`src/rtl/dram_seq_pkg.sv`:
```
// Shared types for the DRAM command sequencer.
// Assumes: command codes are fixed by the attached DRAM model / PHY.
package dram_seq_pkg;

    typedef enum logic [2:0] {
        CMD_NOP = 3'd0,
        CMD_ACT = 3'd1,
        CMD_RD  = 3'd2,
        CMD_WR  = 3'd3,
        CMD_PRE = 3'd4,
        CMD_REF = 3'd5
    } dram_cmd_e;

    typedef enum logic [1:0] {
        ST_IDLE    = 2'd0,
        ST_ACCESS  = 2'd1,
        ST_REFRESH = 2'd2
    } seq_state_e;

endpackage

```
`src/rtl/dram_bank_table.sv`:
```
// Per-bank open-row table.
// Holds an open flag and an open-row register for every bank. Answers
// whether the looked-up bank is open and whether its row matches. Also
// reports the lowest-numbered open bank, for closing banks before refresh.
// Assumes: set and clear never target the same bank in one cycle.
module dram_bank_table #(
    parameter int BANK_W = 2,
    parameter int ROW_W  = 12,
    localparam int BANKS = 1 << BANK_W
) (
    input  logic              clk,
    input  logic              rst_n,
    input  logic [BANK_W-1:0] look_bank,
    input  logic [ROW_W-1:0]  look_row,
    input  logic              set_en,
    input  logic [BANK_W-1:0] set_bank,
    input  logic [ROW_W-1:0]  set_row,
    input  logic              clr_en,
    input  logic [BANK_W-1:0] clr_bank,
    output logic              look_open,
    output logic              look_hit,
    output logic [BANKS-1:0]  open_vec,
    output logic              any_open,
    output logic [BANK_W-1:0] first_open
);

    logic [BANKS-1:0][ROW_W-1:0] rows;

    for (genvar g = 0; g < BANKS; g++) begin : g_bank
        logic             open_r;
        logic [ROW_W-1:0] row_r;

        // Open or close one bank's entry on activate / precharge.
        always_ff @(posedge clk) begin
            if (!rst_n) begin
                open_r <= 1'b0;
                row_r  <= '0;
            end else if (set_en && set_bank == BANK_W'(g)) begin
                open_r <= 1'b1;
                row_r  <= set_row;
            end else if (clr_en && clr_bank == BANK_W'(g)) begin
                open_r <= 1'b0;
            end
        end

        assign open_vec[g] = open_r;
        assign rows[g]     = row_r;
    end

    assign look_open = open_vec[look_bank];
    assign look_hit  = look_open && (rows[look_bank] == look_row);

    // Pick the lowest open bank for refresh-time closing.
    always_comb begin
        any_open   = 1'b0;
        first_open = '0;
        for (int i = BANKS - 1; i >= 0; i--) begin
            if (open_vec[i]) begin
                any_open   = 1'b1;
                first_open = BANK_W'(i);
            end
        end
    end

endmodule

```
`src/rtl/dram_gap_timer.sv`:
```
// Command gap timer.
// After a load of value N-1, done is low until N clock edges have passed
// since the load edge. The next command may then go out at that edge.
// Assumes: loads only happen while done is high.
module dram_gap_timer #(
    parameter int CNT_W = 3
) (
    input  logic             clk,
    input  logic             rst_n,
    input  logic             load_en,
    input  logic [CNT_W-1:0] load_val,
    output logic             done
);

    logic [CNT_W-1:0] cnt;

    // Count down to zero after each load.
    always_ff @(posedge clk) begin
        if (!rst_n)          cnt <= '0;
        else if (load_en)    cnt <= load_val;
        else if (cnt != '0)  cnt <= cnt - 1'b1;
    end

    assign done = (cnt == '0);

endmodule

```
`src/rtl/dram_refresh_timer.sv`:
```
// Refresh interval generator.
// Produces a tick every INTERVAL cycles and holds a pending flag until
// the sequencer acknowledges it by sending a refresh command.
// Assumes: INTERVAL is much longer than the worst refresh service delay.
module dram_refresh_timer #(
    parameter int INTERVAL = 780,
    localparam int CNT_W = $clog2(INTERVAL)
) (
    input  logic clk,
    input  logic rst_n,
    input  logic ack,
    output logic tick,
    output logic pend
);

    logic [CNT_W-1:0] cnt;

    assign tick = (cnt == CNT_W'(INTERVAL - 1));

    // Free-running interval counter.
    always_ff @(posedge clk) begin
        if (!rst_n)    cnt <= '0;
        else if (tick) cnt <= '0;
        else           cnt <= cnt + 1'b1;
    end

    // Pending flag: set on tick, cleared on acknowledge.
    always_ff @(posedge clk) begin
        if (!rst_n)    pend <= 1'b0;
        else if (tick) pend <= 1'b1;
        else if (ack)  pend <= 1'b0;
    end

endmodule

```
`src/rtl/dram_read_return.sv`:
```
// Read data return path.
// A tag shift register follows each issued read. When a tag reaches
// CAS_LAT stages, the DRAM bus is captured and a valid pulse is produced.
// Assumes: CAS_LAT is 2 or 3; read_issued is high while a RD is on the bus.
module dram_read_return #(
    parameter int CAS_LAT = 2,
    parameter int DATA_W  = 16
) (
    input  logic              clk,
    input  logic              rst_n,
    input  logic              read_issued,
    input  logic [DATA_W-1:0] bus_data,
    output logic              rd_valid,
    output logic [DATA_W-1:0] rd_data
);

    logic [CAS_LAT-1:0] tag_pipe;

    // Shift read tags toward the capture stage.
    always_ff @(posedge clk) begin
        if (!rst_n) tag_pipe <= '0;
        else        tag_pipe <= {tag_pipe[CAS_LAT-2:0], read_issued};
    end

    // Capture returned data when a tag arrives.
    always_ff @(posedge clk) begin
        if (!rst_n) begin
            rd_valid <= 1'b0;
            rd_data  <= '0;
        end else begin
            rd_valid <= tag_pipe[CAS_LAT-1];
            if (tag_pipe[CAS_LAT-1]) rd_data <= bus_data;
        end
    end

endmodule

```
`src/rtl/dram_cmd_seq.sv`:
```
// Banked DRAM command sequencer (top).
// Accepts one request at a time. It opens the needed row (closing a
// conflicting one first) and issues the column command, leaving the row
// open. It services periodic refresh by closing all banks and sending REF.
// Assumes: ROW_W >= COL_W; the DRAM returns read data CAS_LAT cycles
// after RD.
module dram_cmd_seq
    import dram_seq_pkg::*;
#(
    parameter int ROW_W        = 12,
    parameter int BANK_W       = 2,
    parameter int COL_W        = 9,
    parameter int DATA_W       = 16,
    parameter int CAS_LAT      = 2,
    parameter int T_RCD        = 2,
    parameter int T_RP         = 2,
    parameter int T_RFC        = 6,
    parameter int REF_INTERVAL = 780,
    localparam int ADDR_W = ROW_W + BANK_W + COL_W,
    localparam int BANKS  = 1 << BANK_W
) (
    input  logic              clk,
    input  logic              rst_n,
    input  logic              req_valid,
    output logic              req_ready,
    input  logic              req_write,
    input  logic [ADDR_W-1:0] req_addr,
    input  logic [DATA_W-1:0] req_wdata,
    output logic              rd_valid,
    output logic [DATA_W-1:0] rd_data,
    output logic [2:0]        cmd,
    output logic [BANK_W-1:0] cmd_bank,
    output logic [ROW_W-1:0]  cmd_addr,
    output logic [DATA_W-1:0] cmd_wdata,
    input  logic [DATA_W-1:0] dram_rdata
);

    localparam int MAX_T = (T_RFC > T_RP) ? ((T_RFC > T_RCD) ? T_RFC : T_RCD)
                                          : ((T_RP > T_RCD) ? T_RP : T_RCD);
    localparam int GAP_W = $clog2(MAX_T + 1);

    seq_state_e        state, state_d;
    dram_cmd_e         cmd_q, cmd_d;
    logic [BANK_W-1:0] bank_q, bank_d;
    logic [ROW_W-1:0]  addr_q, addr_d;
    logic [DATA_W-1:0] wdata_q, wdata_d;

    logic              hold_write;
    logic [ROW_W-1:0]  hold_row;
    logic [BANK_W-1:0] hold_bank;
    logic [COL_W-1:0]  hold_col;
    logic [DATA_W-1:0] hold_wdata;

    logic              accept;
    logic              act_en, pre_en, ref_ack;
    logic [BANK_W-1:0] pre_bank;
    logic              gap_load;
    logic [GAP_W-1:0]  gap_val;
    logic              gap_done;
    logic              ref_tick, ref_pend;
    logic              bank_open, bank_hit, any_open;
    logic [BANK_W-1:0] first_open;
    logic [BANKS-1:0]  open_vec;

    assign req_ready = (state == ST_IDLE) && !ref_pend;
    assign accept    = req_valid && req_ready;

    dram_bank_table #(.BANK_W(BANK_W), .ROW_W(ROW_W)) u_banks (
        .clk        (clk),
        .rst_n      (rst_n),
        .look_bank  (hold_bank),
        .look_row   (hold_row),
        .set_en     (act_en),
        .set_bank   (hold_bank),
        .set_row    (hold_row),
        .clr_en     (pre_en),
        .clr_bank   (pre_bank),
        .look_open  (bank_open),
        .look_hit   (bank_hit),
        .open_vec   (open_vec),
        .any_open   (any_open),
        .first_open (first_open)
    );

    dram_gap_timer #(.CNT_W(GAP_W)) u_gap (
        .clk      (clk),
        .rst_n    (rst_n),
        .load_en  (gap_load),
        .load_val (gap_val),
        .done     (gap_done)
    );

    dram_refresh_timer #(.INTERVAL(REF_INTERVAL)) u_refresh (
        .clk   (clk),
        .rst_n (rst_n),
        .ack   (ref_ack),
        .tick  (ref_tick),
        .pend  (ref_pend)
    );

    dram_read_return #(.CAS_LAT(CAS_LAT), .DATA_W(DATA_W)) u_rdret (
        .clk         (clk),
        .rst_n       (rst_n),
        .read_issued (cmd_q == CMD_RD),
        .bus_data    (dram_rdata),
        .rd_valid    (rd_valid),
        .rd_data     (rd_data)
    );

    // Latch the accepted request and split its address.
    always_ff @(posedge clk) begin
        if (!rst_n) begin
            hold_write <= 1'b0;
            hold_row   <= '0;
            hold_bank  <= '0;
            hold_col   <= '0;
            hold_wdata <= '0;
        end else if (accept) begin
            hold_write <= req_write;
            hold_row   <= req_addr[ADDR_W-1 -: ROW_W];
            hold_bank  <= req_addr[COL_W +: BANK_W];
            hold_col   <= req_addr[COL_W-1:0];
            hold_wdata <= req_wdata;
        end
    end

    // Choose the next command and state.
    always_comb begin
        state_d  = state;
        cmd_d    = CMD_NOP;
        bank_d   = '0;
        addr_d   = '0;
        wdata_d  = '0;
        act_en   = 1'b0;
        pre_en   = 1'b0;
        pre_bank = hold_bank;
        ref_ack  = 1'b0;
        gap_load = 1'b0;
        gap_val  = '0;
        unique case (state)
            ST_IDLE: begin
                if (ref_pend)    state_d = ST_REFRESH;
                else if (accept) state_d = ST_ACCESS;
            end
            ST_ACCESS: begin
                if (gap_done) begin
                    bank_d = hold_bank;
                    if (bank_hit) begin
                        cmd_d   = hold_write ? CMD_WR : CMD_RD;
                        addr_d  = ROW_W'(hold_col);
                        wdata_d = hold_write ? hold_wdata : '0;
                        state_d = ST_IDLE;
                    end else if (bank_open) begin
                        cmd_d    = CMD_PRE;
                        pre_en   = 1'b1;
                        gap_load = 1'b1;
                        gap_val  = GAP_W'(T_RP - 1);
                    end else begin
                        cmd_d    = CMD_ACT;
                        addr_d   = hold_row;
                        act_en   = 1'b1;
                        gap_load = 1'b1;
                        gap_val  = GAP_W'(T_RCD - 1);
                    end
                end
            end
            ST_REFRESH: begin
                if (gap_done) begin
                    if (any_open) begin
                        cmd_d    = CMD_PRE;
                        bank_d   = first_open;
                        pre_en   = 1'b1;
                        pre_bank = first_open;
                        gap_load = 1'b1;
                        gap_val  = GAP_W'(T_RP - 1);
                    end else begin
                        cmd_d    = CMD_REF;
                        ref_ack  = 1'b1;
                        gap_load = 1'b1;
                        gap_val  = GAP_W'(T_RFC - 1);
                        state_d  = ST_IDLE;
                    end
                end
            end
            default: state_d = ST_IDLE;
        endcase
    end

    // Register state and the command bus.
    always_ff @(posedge clk) begin
        if (!rst_n) begin
            state   <= ST_IDLE;
            cmd_q   <= CMD_NOP;
            bank_q  <= '0;
            addr_q  <= '0;
            wdata_q <= '0;
        end else begin
            state   <= state_d;
            cmd_q   <= cmd_d;
            bank_q  <= bank_d;
            addr_q  <= addr_d;
            wdata_q <= wdata_d;
        end
    end

    assign cmd       = cmd_q;
    assign cmd_bank  = bank_q;
    assign cmd_addr  = addr_q;
    assign cmd_wdata = wdata_q;

endmodule

```
`config.mk`:
```
export PLATFORM = sky130hd
export DESIGN_NAME = dram_cmd_seq
export DESIGN_NICKNAME = d
export VERILOG_FILES = /design/src/rtl/dram_seq_pkg.sv /design/src/rtl/dram_bank_table.sv /design/src/rtl/dram_gap_timer.sv /design/src/rtl/dram_refresh_timer.sv /design/src/rtl/dram_read_return.sv /design/src/rtl/dram_cmd_seq.sv
export SDC_FILE = /design/constraint.sdc
export NUM_CORES = 1
export LEC_CHECK = 0
export BUFFER_PORTS_ARGS = -buffer_cell sky130_fd_sc_hd__buf_2
export CAP_MARGIN = 15
export CORE_ASPECT_RATIO = 0.6
export CORE_MARGIN = 2
export CORE_UTILIZATION = 40
export DETAILED_ROUTE_END_ITERATION = 6
export GPL_ROUTABILITY_DRIVEN = 0
export GPL_TIMING_DRIVEN = 0
export PLACE_DENSITY_LB_ADDON = 0.15
export SLEW_MARGIN = 30
export SYNTH_ARGS = -nofsm -noshare
export SYNTH_HDL_FRONTEND = slang
export SYNTH_SLANG_ARGS = --single-unit
```
`constraint.sdc`:
```
create_clock -name clk -period 2.5 [get_ports clk]
set_input_delay 0 -clock clk [delete_from_list [all_inputs] [get_ports clk]]
set_output_delay 0 -clock clk [all_outputs]
set_load 0.01 [all_outputs]
```
; Word level (Yosys, flattened, before mapping)
; Index checks and enable logic that the tools add are counted.
; Widths: inputs -> output; s select.
[word_totals]
regBits = 160
inputBits = 59
[classes]
n_addsub = 2
magnitude_cmp = 1
eq_ne = 16
n_mux = 69
bitwise = 3
n_reduce_logical = 28
[op_table]
columns = operator, count
row1 = $mux 1, 34
row2 = $mux 2, 16
row3 = $bmux 12 s2, 1
row4 = $mux 3, 8
row5 = $mux 9, 2
row6 = $eq 12x12->1, 1
row7 = $mux 12, 1
row8 = $pmux 3 s2, 2
row9 = $reduce_bool 2->1, 6
row10 = $logic_and 1x1->1, 11
row11 = $add 10x1->10 const B, 1
row12 = $eq 10x10->1 const B, 1
row13 = $eq 2x2->1 const B, 5
row14 = $reduce_and 5->1, 2
row15 = $ne 2x2->1 const B, 4
row16 = $eq 2x1->1 const B, 3
row17 = $logic_not 2->1, 3
row18 = $pmux 2 s3, 1
row19 = $reduce_or 5->1, 1
row20 = $pmux 1 s2, 2
row21 = $pmux 2 s2, 1
row22 = $eq 3x2->1 const B, 1
row23 = $logic_not 3->1, 1
row24 = $lt 2x3->1 const B, 1
row25 = 8 further kinds, 10

; Depth between registers and ports, before layout
[logic_depth]
ltp_word = 11
mapped_depth = 9
depth_no_buf = 8

; Modules after synthesis
; Synthesis repeated with hierarchy kept, for this count alone.
[hier_totals]
hier_cells = 746
hier_area_um2 = 6700.2
[by_module_without_submodules]
columns = module, n_inst, cells_each, area_per_inst_um2
row1 = dram_cmd_seq, 1, 323, 2741.4
row2 = dram_bank_table, 1, 291, 2548.7
row3 = dram_read_return, 1, 57, 695.7
row4 = dram_refresh_timer, 1, 53, 509.2
row5 = dram_gap_timer, 1, 22, 205.2

; Worst setup path before layout
; No wires, ideal clock.
[synth_path]
path_type = register to register
startpoint = reg hold_bank[1]
endpoint = reg wdata_q[14] (netlist: cmd_wdata[14])
setup_time_ns = 0.060
arrival_time_ns = 2.224
required_time_ns = 2.440
slack_ns = 0.217
stages_incl_launch_ff = 10
period_less_slack_ns = 2.283
cell_sequence = dfxtp_1 -> buf_6 -> mux4_2 -> xnor2_2 -> nand4_2 -> nor3_4 -> and4_1 -> buf_4 -> buf_6 -> and3_1
[synth_between]
elab_chain_len = 5
word_cells_on_any_way = 7
classes_between = eq/ne: 1 / mux: 4 / reduce/logical: 2
[synth_rtl]
columns = item, line
row1 = "start, declared", dram_cmd_seq.sv:50  ; logic [BANK_W-1:0] hold_bank;
row2 = "start signal, assigned", dram_cmd_seq.sv:121  ; hold_bank <= req_addr[COL_W +: BANK_W];
row3 = $bmux 12 s2, dram_bank_table.sv:51  ; assign look_hit = look_open && (rows[look_bank] == look_row);
row4 = $mux 12 (not written as such), dram_bank_table.sv:51
row5 = $eq 12x12->1, dram_bank_table.sv:51
row6 = $logic_and 1x1->1 *, dram_bank_table.sv:51
row7 = $reduce_and 5->1 (no source line) *, n/a
row8 = "end signal, assigned", dram_cmd_seq.sv:202  ; wdata_q <= wdata_d;
row9 = "end, declared", dram_cmd_seq.sv:46  ; logic [DATA_W-1:0] wdata_q, wdata_d;
; Mark *: on every way between the ends. The rest lies on a longest branch, timed or not. The select of a mux whose other input is x is not followed.
; A chain may end at the register's enable or synchronous reset.

; Final worst setup path
[layout_path]
startpoint = reg hold_bank[1]
endpoint = reg wdata_q[12] (netlist: cmd_wdata[12])
; Same word-level chain as after synthesis.

==> results.sh <==
export IMPL_worstHoldStart="req_valid"
export IMPL_fin_ws_ns=-0.06022
export IMPL_antenna_found_initial=0
export IMPL_drtPass1Iterations=5
export IMPL_clk_pin_slew_ns=0.06
export IMPL_grt_pass1_vias=5156
export IMPL_setup_violations_final=27
export IMPL_layout_nets=908
export IMPL_cts_sinks=160
export IMPL_numPortBuffers=108
export IMPL_hold_viol_final=0
export IMPL_grt_usage=0.2001
export IMPL_drt_total_wl_mm=16.87
export IMPL_synth_top_area_frac=0.5055
export IMPL_power_density_nw_per_um2=706.1
export IMPL_syn_inst=640
export IMPL_post_place_cells=951
export IMPL_max_slew_margin=0.4851
export IMPL_hold_ws_ns=0.03892
export IMPL_start_util=0.4110
export IMPL_period_share=1.024
export IMPL_synth_distinct_cells=48
export IMPL_cp_startpoint="hold_bank[1]$_SDFFE_PN0P_"
export IMPL_status="complete, but fails checks"
export IMPL_grt_first_pass_wirelength_mm=26.47
export IMPL_yosysTopAreaCell="dfxtp_1"
export IMPL_synth_seq_area_share=0.5055
export IMPL_crit_type="reg -> reg"
export IMPL_area_growth_pct=37.82
export IMPL_final_cells=1059
export IMPL_syn_area_um2=6336
export IMPL_wl_per_cell_um=15.93
export IMPL_fp_dieW_um=166.5
export IMPL_required_ns=2.86
export IMPL_via_per_inst=4.966
export IMPL_yosys_warnings=0
export IMPL_ir_drop_mv=0.5094
export IMPL_overflow=0
export IMPL_htree_levels=4
export IMPL_r2r_start="hold_bank[1]$_SDFFE_PN0P_"
export IMPL_vias=5259
export IMPL_tightest_slew_ns=0.7682
export IMPL_cts_root_buf="clkbuf_16"
export IMPL_grt_max_degree=17
export IMPL_avgSynthCellArea_um2=9.900
export IMPL_rsz0062_at_grt="true"
export IMPL_clk_path_buf_depth=2
export IMPL_die_y_um=101.5
export IMPL_critPathMaxFanout=5
export IMPL_insertion_delay_ns=0.42
export IMPL_pre_cts_slack_ns=-0.4574
export IMPL_hpwl_mm=11.30
export IMPL_core_area_um2=15410
export IMPL_violations="setup timing"
export IMPL_route_detailed_drc=0
export IMPL_synthArstFlopShare=0
export IMPL_synthFlopType="dfxtp_1"
export IMPL_cts_buffers=17
export IMPL_max_freq_ghz=0.3906
export IMPL_hold_class="in -> reg"
export IMPL_drive_above_1_share=0.2465
export IMPL_period_needed_ns=2.560
export IMPL_drv_slew=0
export IMPL_cts_tree="yes"
export IMPL_synth_edf_count=0
export IMPL_syn_num_nets=705
export IMPL_drt_initial_drc_count=254
export IMPL_p_leak_nw=3.546
export IMPL_cp_end_kind="flop"
export IMPL_n_antenna_cell=0
export IMPL_drv_cap=0
export IMPL_fin_skew_ns=0.01270
export IMPL_ys_top_cells_by_area="dfxtp_1 (51%), mux2i_1 (10%), nand2_1 (5.7%), mux4_2 (4.6%), nor2b_1 (3.5%)"
export IMPL_ant_nets=0
export IMPL_worst_setup_path_start_kind="flop"
export IMPL_die_area_um2=16900
export IMPL_rows=35
export IMPL_yosys_register_bits=160
export IMPL_arrival_ns=2.92
export IMPL_ios=110
[power by group]
| group | total, W | internal, W | switching (W) |
|---|---|---|---|
| Combinational | 0.000934 | 0.000432 | 0.000502 |
| Sequential | 0.00270 | 0.00264 | 0.0000611 |
| Clock | 0.00253 | 0.00140 | 0.00113 |
[through the flow]
stage                       util  power [W]  TNS (ns)  cell area, µm²
after global routing      0.5665   0.006447    -3.658            8732
after floorplan                -   0.003241         0            6336
final                     0.5665   0.006166   -0.7660            8732
after global placement    0.4626   0.003440    -17.17            7131
after CTS                 0.5551   0.006140  -0.04454            8557
after detailed placement  0.4637   0.003468    -14.36            7148
[registers in the layout, indices dropped and copies added (netlist names), 3 cells and up]
signal,cells
hold_row,12
u_gap.cnt,3
u_banks.g_bank.open_r,4
hold_wdata,16
u_banks.g_bank.row_r,48
u_rdret.rd_data,16
cmd_wdata,16
cmd,3
u_refresh.cnt,10
cmd_addr,12
hold_col,9
[per-layer routing]
metal	global-route usage	vias up	routed length (µm)
met5	0	-	0
met4	0.05637	0	126
met3	0.03830	12	719
met2	0.3182	113	7721
met1	0.2815	2542	8299
li1	-	2592	-
[layout make-up]
cell class / instances / area, µm²
Buffer: 47 / 247.7
Clock buffer: 17 / 425.4
Clock inverter: 15 / 152.6
Fill cell: 1336 / 6683
Inverter: 7 / 26.28
Multi-Input combinational cell: 426 / 3092
Sequential cell: 160 / 3207
Tap cell: 203 / 254.0
Timing Repair Buffer: 184 / 1328
[critical path, stage by stage (launching register included)]
cell	delay (ns)
dfxtp_4	0.40
buf_12	0.13
buf_6	0.09
mux4_2	0.51
xnor2_2	0.16
nand4_1	0.13
buf_6	0.15
nor3_4	0.22
and4_1	0.23
buf_6	0.16
buf_6	0.13
and3_4	0.17
[logic make-up after synthesis]
kind of cell	count (synthesis)	synth area share
multiplexers	77	0.1473
buffers and inverters	54	0.03771
AO/OA/AOI/OAI	82	0.08156
AND/OR/NAND/NOR	240	0.1846
XOR/XNOR	21	0.03140
adder cells (fa/ha/maj)	6	0.01185
flip-flops	160	0.5055
[placed cells by master, fill, tap and decap left out, types with 3 or more instances in the layout]
cell           count
a21oi_1           43
a31oi_1            5
nor2b_1           35
clkbuf_1          33
mux4_2            13
and2_1             6
a22o_1             9
xnor2_1            6
o21ai_0            6
xnor2_2            9
dlygate4sd3_1     56
nor2_1            45
clkbuf_16         18
ha_1               6
buf_4             11
inv_1              6
and3_1            21
buf_2            109
nor4_4             3
dfxtp_1          159
mux2i_1           64
nand3_1            9
a21boi_0           5
xor2_1             4
inv_6              6
nor3_1             3
buf_1              3
nand2_1           97
buf_6             11
[synth_stat cells (all sizes together) (2+ instances only)]
cell type and count:
a211oi 2, a21boi 5, a21oi 43, a22o 9
a31oi 5, and2 6, and3 22, buf 13
clkbuf 34, dfxtp 160, ha 6, inv 7
mux2i 64, mux4 13, nand2 97, nand2b 2
nand3 9, nand3b 2, nand4 4, nor2 48
nor2b 35, nor3 5, nor4 4, nor4b 2
o21a 2, o21ai 7, or3 2, xnor2 17
xor2 4
[path summary, 6_finish.rpt]
path	to	slack [ns]	cells after the start
max	cmd_wdata[12]$_SDFF_PN0_	-0.06	11
min	state[1]$_SDFFE_PN0P_	0.04	4
max reg2reg	cmd_wdata[12]$_SDFF_PN0_	-0.06	11
min reg2reg	u_rdret.tag_pipe[0]$_SDFF_PN0_	0.44	1
[timing repair]
item,in CTS,in global routing
cloned,2,1
gates resized for setup,28,21
setup buffers,11,6
endpoints found under the hold margin,56,0
endpoints found under the setup margin,45,70
pin swaps,8,13
hold buffers,56,0
Power figures use the tool's default switching activity.
